===== config.mk =====
export PLATFORM = sky130hd
export DESIGN_NAME = omega_fabric
export DESIGN_NICKNAME = d
export VERILOG_FILES = /design/src/rtl/omega_pkg.sv /design/src/rtl/omega_sw2.sv /design/src/rtl/omega_stage.sv /design/src/rtl/omega_fabric.sv
export SDC_FILE = /design/constraint.sdc
export NUM_CORES = 1
export LEC_CHECK = 0
export BUFFER_PORTS_ARGS = -buffer_cell sky130_fd_sc_hd__buf_4
export CORE_ASPECT_RATIO = 0.8
export CORE_UTILIZATION = 40
export DETAILED_ROUTE_END_ITERATION = 10
export MAX_ROUTING_LAYER = met4
export PLACE_DENSITY = 0.66
export SYNTH_ARGS = -nofsm -noshare
export SYNTH_HDL_FRONTEND = slang
export SYNTH_HIERARCHICAL = 1
export SYNTH_SLANG_ARGS = --single-unit

===== constraint.sdc =====
create_clock -name clk_i -period 2 [get_ports clk_i]
set_input_delay 0.2 -clock clk_i [delete_from_list [all_inputs] [get_ports clk_i]]
set_output_delay 0.2 -clock clk_i [all_outputs]
set_load 0.005 [all_outputs]

===== src/rtl/omega_pkg.sv =====
package omega_pkg;

  // Perfect shuffle: rotate a w-bit line index left by one
  function automatic int unsigned shuffle_pos(input int unsigned idx, input int unsigned w);
    int unsigned msk;
    msk = (32'd1 << w) - 32'd1;
    return ((idx << 1) | (idx >> (w - 1))) & msk;
  endfunction

endpackage


===== src/rtl/omega_sw2.sv =====
module omega_sw2 #(
  parameter int ADDR_W = 3,
  parameter int DATA_W = 16,
  parameter int SEL    = 2
) (
  input  logic              a_vld_i,
  input  logic [ADDR_W-1:0] a_dst_i,
  input  logic [DATA_W-1:0] a_dat_i,
  input  logic [ADDR_W-1:0] a_src_i,
  input  logic              b_vld_i,
  input  logic [ADDR_W-1:0] b_dst_i,
  input  logic [DATA_W-1:0] b_dat_i,
  input  logic [ADDR_W-1:0] b_src_i,
  output logic              u_vld_o,
  output logic [ADDR_W-1:0] u_dst_o,
  output logic [DATA_W-1:0] u_dat_o,
  output logic [ADDR_W-1:0] u_src_o,
  output logic              l_vld_o,
  output logic [ADDR_W-1:0] l_dst_o,
  output logic [DATA_W-1:0] l_dat_o,
  output logic [ADDR_W-1:0] l_src_o,
  output logic              clash_o
);

  logic a_up, a_dn, b_up, b_dn;

  always_comb begin
    a_up = a_vld_i & ~a_dst_i[SEL];
    a_dn = a_vld_i &  a_dst_i[SEL];
    // upper input has priority on contention
    b_up = b_vld_i & ~b_dst_i[SEL] & ~a_up;
    b_dn = b_vld_i &  b_dst_i[SEL] & ~a_dn;
    clash_o = a_vld_i & b_vld_i & (a_dst_i[SEL] == b_dst_i[SEL]);

    u_vld_o = a_up | b_up;
    u_dst_o = a_up ? a_dst_i : b_dst_i;
    u_dat_o = a_up ? a_dat_i : b_dat_i;
    u_src_o = a_up ? a_src_i : b_src_i;

    l_vld_o = a_dn | b_dn;
    l_dst_o = a_dn ? a_dst_i : b_dst_i;
    l_dat_o = a_dn ? a_dat_i : b_dat_i;
    l_src_o = a_dn ? a_src_i : b_src_i;
  end

endmodule


===== src/rtl/omega_stage.sv =====
module omega_stage #(
  parameter int N_PORTS = 8,
  parameter int ADDR_W  = 3,
  parameter int DATA_W  = 16,
  parameter int STG     = 0,
  parameter bit REG     = 1'b1
) (
  input  logic                           clk_i,
  input  logic                           rst_ni,
  input  logic [N_PORTS-1:0]             vld_i,
  input  logic [N_PORTS-1:0][ADDR_W-1:0] dst_i,
  input  logic [N_PORTS-1:0][DATA_W-1:0] dat_i,
  input  logic [N_PORTS-1:0][ADDR_W-1:0] src_i,
  input  logic [N_PORTS-1:0]             blk_i,
  output logic [N_PORTS-1:0]             vld_o,
  output logic [N_PORTS-1:0][ADDR_W-1:0] dst_o,
  output logic [N_PORTS-1:0][DATA_W-1:0] dat_o,
  output logic [N_PORTS-1:0][ADDR_W-1:0] src_o,
  output logic [N_PORTS-1:0]             blk_o
);

  localparam int HALF = N_PORTS / 2;
  localparam int SEL  = ADDR_W - 1 - STG;

  logic [N_PORTS-1:0]             sh_vld, nx_vld;
  logic [N_PORTS-1:0][ADDR_W-1:0] sh_dst, nx_dst;
  logic [N_PORTS-1:0][DATA_W-1:0] sh_dat, nx_dat;
  logic [N_PORTS-1:0][ADDR_W-1:0] sh_src, nx_src;
  logic [N_PORTS-1:0]             nx_blk;
  logic [HALF-1:0]                clash;

  for (genvar i = 0; i < N_PORTS; i++) begin : g_shuf
    localparam int P = int'(omega_pkg::shuffle_pos(i, ADDR_W));
    assign sh_vld[P] = vld_i[i];
    assign sh_dst[P] = dst_i[i];
    assign sh_dat[P] = dat_i[i];
    assign sh_src[P] = src_i[i];
  end

  for (genvar k = 0; k < HALF; k++) begin : g_sw
    omega_sw2 #(.ADDR_W(ADDR_W), .DATA_W(DATA_W), .SEL(SEL)) u_sw (
      .a_vld_i (sh_vld[2*k]),   .a_dst_i (sh_dst[2*k]),
      .a_dat_i (sh_dat[2*k]),   .a_src_i (sh_src[2*k]),
      .b_vld_i (sh_vld[2*k+1]), .b_dst_i (sh_dst[2*k+1]),
      .b_dat_i (sh_dat[2*k+1]), .b_src_i (sh_src[2*k+1]),
      .u_vld_o (nx_vld[2*k]),   .u_dst_o (nx_dst[2*k]),
      .u_dat_o (nx_dat[2*k]),   .u_src_o (nx_src[2*k]),
      .l_vld_o (nx_vld[2*k+1]), .l_dst_o (nx_dst[2*k+1]),
      .l_dat_o (nx_dat[2*k+1]), .l_src_o (nx_src[2*k+1]),
      .clash_o (clash[k])
    );
  end

  // loser is always the lower switch input; flag it by source index
  always_comb begin
    nx_blk = blk_i;
    for (int k = 0; k < HALF; k++) begin
      if (clash[k]) nx_blk[sh_src[2*k+1]] = 1'b1;
    end
  end

  if (REG) begin : g_reg
    always_ff @(posedge clk_i or negedge rst_ni) begin
      if (!rst_ni) begin
        vld_o <= '0;
        dst_o <= '0;
        dat_o <= '0;
        src_o <= '0;
        blk_o <= '0;
      end else begin
        vld_o <= nx_vld;
        dst_o <= nx_dst;
        dat_o <= nx_dat;
        src_o <= nx_src;
        blk_o <= nx_blk;
      end
    end
  end else begin : g_comb
    assign vld_o = nx_vld;
    assign dst_o = nx_dst;
    assign dat_o = nx_dat;
    assign src_o = nx_src;
    assign blk_o = nx_blk;
  end

endmodule


===== src/rtl/omega_fabric.sv =====
module omega_fabric #(
  parameter int  N_PORTS    = 8,
  parameter int  DATA_W     = 16,
  parameter bit  REG_STAGES = 1'b1,
  localparam int ADDR_W     = $clog2(N_PORTS),
  localparam int STAGES     = ADDR_W,
  localparam int LAT        = REG_STAGES ? STAGES : 0
) (
  input  logic                           clk_i,
  input  logic                           rst_ni,
  input  logic [N_PORTS-1:0]             in_valid_i,
  input  logic [N_PORTS-1:0][ADDR_W-1:0] in_dest_i,
  input  logic [N_PORTS-1:0][DATA_W-1:0] in_data_i,
  output logic [N_PORTS-1:0]             out_valid_o,
  output logic [N_PORTS-1:0][DATA_W-1:0] out_data_o,
  output logic [N_PORTS-1:0]             blocked_o
);

  if ((1 << ADDR_W) != N_PORTS || N_PORTS < 2) begin : g_bad_size
    $error("omega_fabric: N_PORTS must be a power of two, at least 2");
  end

  logic [STAGES:0][N_PORTS-1:0]             ln_vld;
  logic [STAGES:0][N_PORTS-1:0][ADDR_W-1:0] ln_dst;
  logic [STAGES:0][N_PORTS-1:0][DATA_W-1:0] ln_dat;
  logic [STAGES:0][N_PORTS-1:0][ADDR_W-1:0] ln_src;
  logic [STAGES:0][N_PORTS-1:0]             ln_blk;

  assign ln_vld[0] = in_valid_i;
  assign ln_dst[0] = in_dest_i;
  assign ln_dat[0] = in_data_i;
  assign ln_blk[0] = '0;

  for (genvar i = 0; i < N_PORTS; i++) begin : g_src
    assign ln_src[0][i] = ADDR_W'(i);
  end

  for (genvar j = 0; j < STAGES; j++) begin : g_stg
    omega_stage #(
      .N_PORTS (N_PORTS),
      .ADDR_W  (ADDR_W),
      .DATA_W  (DATA_W),
      .STG     (j),
      .REG     (REG_STAGES)
    ) u_stage (
      .clk_i  (clk_i),
      .rst_ni (rst_ni),
      .vld_i  (ln_vld[j]),   .dst_i (ln_dst[j]),   .dat_i (ln_dat[j]),
      .src_i  (ln_src[j]),   .blk_i (ln_blk[j]),
      .vld_o  (ln_vld[j+1]), .dst_o (ln_dst[j+1]), .dat_o (ln_dat[j+1]),
      .src_o  (ln_src[j+1]), .blk_o (ln_blk[j+1])
    );
  end

  assign out_valid_o = ln_vld[STAGES];
  assign out_data_o  = ln_dat[STAGES];
  assign blocked_o   = ln_blk[STAGES];

endmodule


==> results by group <==
Run status
  – Outcome: completed

Clock tree
  – CTS sink cnt: 486
  – TritonCTS buffer count: 50
  – Clock transition at path regs: 60 ps
  – Postcts setup bufs: 0
  – Worst-Skew Late Latency: 600 ps
  – # resized after CTS: 0
  – CTS tree: yes
  – H-tree levels: 2
  – Max Buffers Root-to-Sink: 3
  – Hold buffer count at CTS: 229
  – CTS Root Cell: clkbuf_16

Worst setup path
  – CP Max Fanout: 4
  – Reg2Reg Setup Slack: 300 ps
  – CP Class: flip-flop to flip-flop
  – CP endpoint kind: flip-flop
  – Worst Setup SP: g_stg[1].u_stage/dst_o[9]
  – Worst path arrival time: 2160 ps
  – Critical R2R Capture: g_stg[2].u_stage/blk_o[3]
  – CP Data Required Time: 2450 ps
  – R2R Path Start: g_stg[1].u_stage/dst_o[9]
  – Reg2Reg Depth: 5
  – CP startpoint kind: flip-flop

Pwr
  – Max IR drop VDD: 0.583 mV
  – Power per cell area: 918 mW/mm2
  – Leakage: 13.0 nW

Detailed routing
  – Vias per cell: 4.74
  – Routed length per instance: 21.8 um
  – Drt pass-1 iters: 5
  – Routed WL: 57.6 mm
  – Remaining antenna violation count: 0
  – DRT iter0 DRCs: 658
  – Vias: 12600
  – Number of remaining DRC errors: 0

Logic synthesis
  – Synth Cell Area: 0.0202 mm2
  – YS warnings: 6
  – Avg Inst Size Synth: 16.3 um2
  – Post-Syn Instances: 1237

Global route
  – First-pass GRT wire length: 84.5 mm
  – Gr ovfl total: 0
  – Largest net degree at the start of global routing: 82
  – Total track usage: 23.4%
  – Vias in the first global route: 13500
  – Initial antenna violation count: 10

Floorplanning
  – Core area: 0.0498 mm2
  – Chip Width: 253 um
  – Die Span Y: 203 um
  – Initial Util: 40.5%
  – Num rows: 73
  – Die area: 0.0514 mm2
  – # IOs: 306

Placed design
  – Routability cong.: 0.917
  – Port bufs: 305
  – Placed Cells incl. Taps: 2316
  – HPWL Detailed: 40.4 mm

STA
  – Layout Skew: 27.1 ps
  – Fmax: 588 MHz
  – Final Max Slew Viols: 0
  – Final setup viols: 0
  – Crit path time final: 1700 ps
  – Slew HR: 53.5%
  – RSZ-0062 raised after global routing: no
  – Final Cycle Share: 85.1%
  – Setup TNS: 0 ps
  – Final hold viol count: 0
  – Measured slew at the worst slew-check pin: 691 ps

Final layout
  – Syn-to-layout area delta: 36.0%
  – Post-layout util: 55.2%
  – Most frequent cells in the layout: dfrtp_1, buf_4, mux2_2, dlygate4sd3_1, mux2_4
  – Fraction of layout cells with a size suffix above 1: 44.8%
  – Final #Nets: 2084
  – Commonest non-fill, non-tap cell in the layout: dfrtp_1
  – Non-Filler Instances: 2647

Job
  – Max-cap viol count: 0

Worst hold path
  – Worst hold path class: primary input to async pin
[power breakdown]
part	internal [mW]	switching, mW
Combinational	2.55	1.72
Sequential	10.9	0.699
Clock	5.42	3.87
[worst max-delay path: stages (launching register included)]
cell and delay [ps]:
dfrtp_1 400, xnor2_1 130, and3_1 230, nor2b_4 150
and3_1 180, or4_4 490
[layout make-up]
class | instances | area, um2
diodes | 10 | 25.0
flip-flops and latches | 486 | 12200
inverters | 21 | 78.8
repair buffers | 582 | 5160
fillers | 3944 | 22300
clock buffers | 74 | 1450
clock inverters | 18 | 190
well taps | 675 | 845
multi-input cells | 781 | 7540
[how the worst max path moves through the flow]
| stage | slack [ps] | cells after the start | end |
|---|---|---|---|
| after floorplan | 380 | 5 | g_stg[2].u_stage/blk_o[3] |
| after global placement | 310 | 5 | g_stg[2].u_stage/blk_o[3] |
| after detailed placement | 300 | 5 | g_stg[2].u_stage/blk_o[3] |
| after CTS | 300 | 5 | g_stg[2].u_stage/blk_o[3] |
| after global routing | 230 | 5 | g_stg[1].u_stage/blk_o[0] |
| final | 300 | 5 | g_stg[2].u_stage/blk_o[3] |
[sequential cells by signal, indices dropped and copies added, names as in the netlist]
name / count
g_stg.u_stage/vld_o: 24
g_stg.u_stage/dat_o: 384
g_stg.u_stage/src_o: 30
g_stg.u_stage/blk_o: 24
g_stg.u_stage/dst_o: 24
[per-layer routing]
metal / part of all wire, % / global-route usage [%]
met1: 46 / 32.0
met4: 2.9 / 8.53
met2: 47 / 34.9
met5: 0 / -
met3: 5.0 / 4.09
[through the flow]
stage	power, mW	hold slack, ps	instance area (um2)	worst slack (ps)
2_1_floorplan	13.6	-95.6	20600	382
3_3_place_gp	15.6	114	23500	308
3_5_place_dp	15.6	119	23500	301
4_1_cts	25.4	76.9	27400	300
5_1_grt	26.2	110	27500	233
6_report	25.2	89.2	27500	298
(Power assumes the default switching activity.)
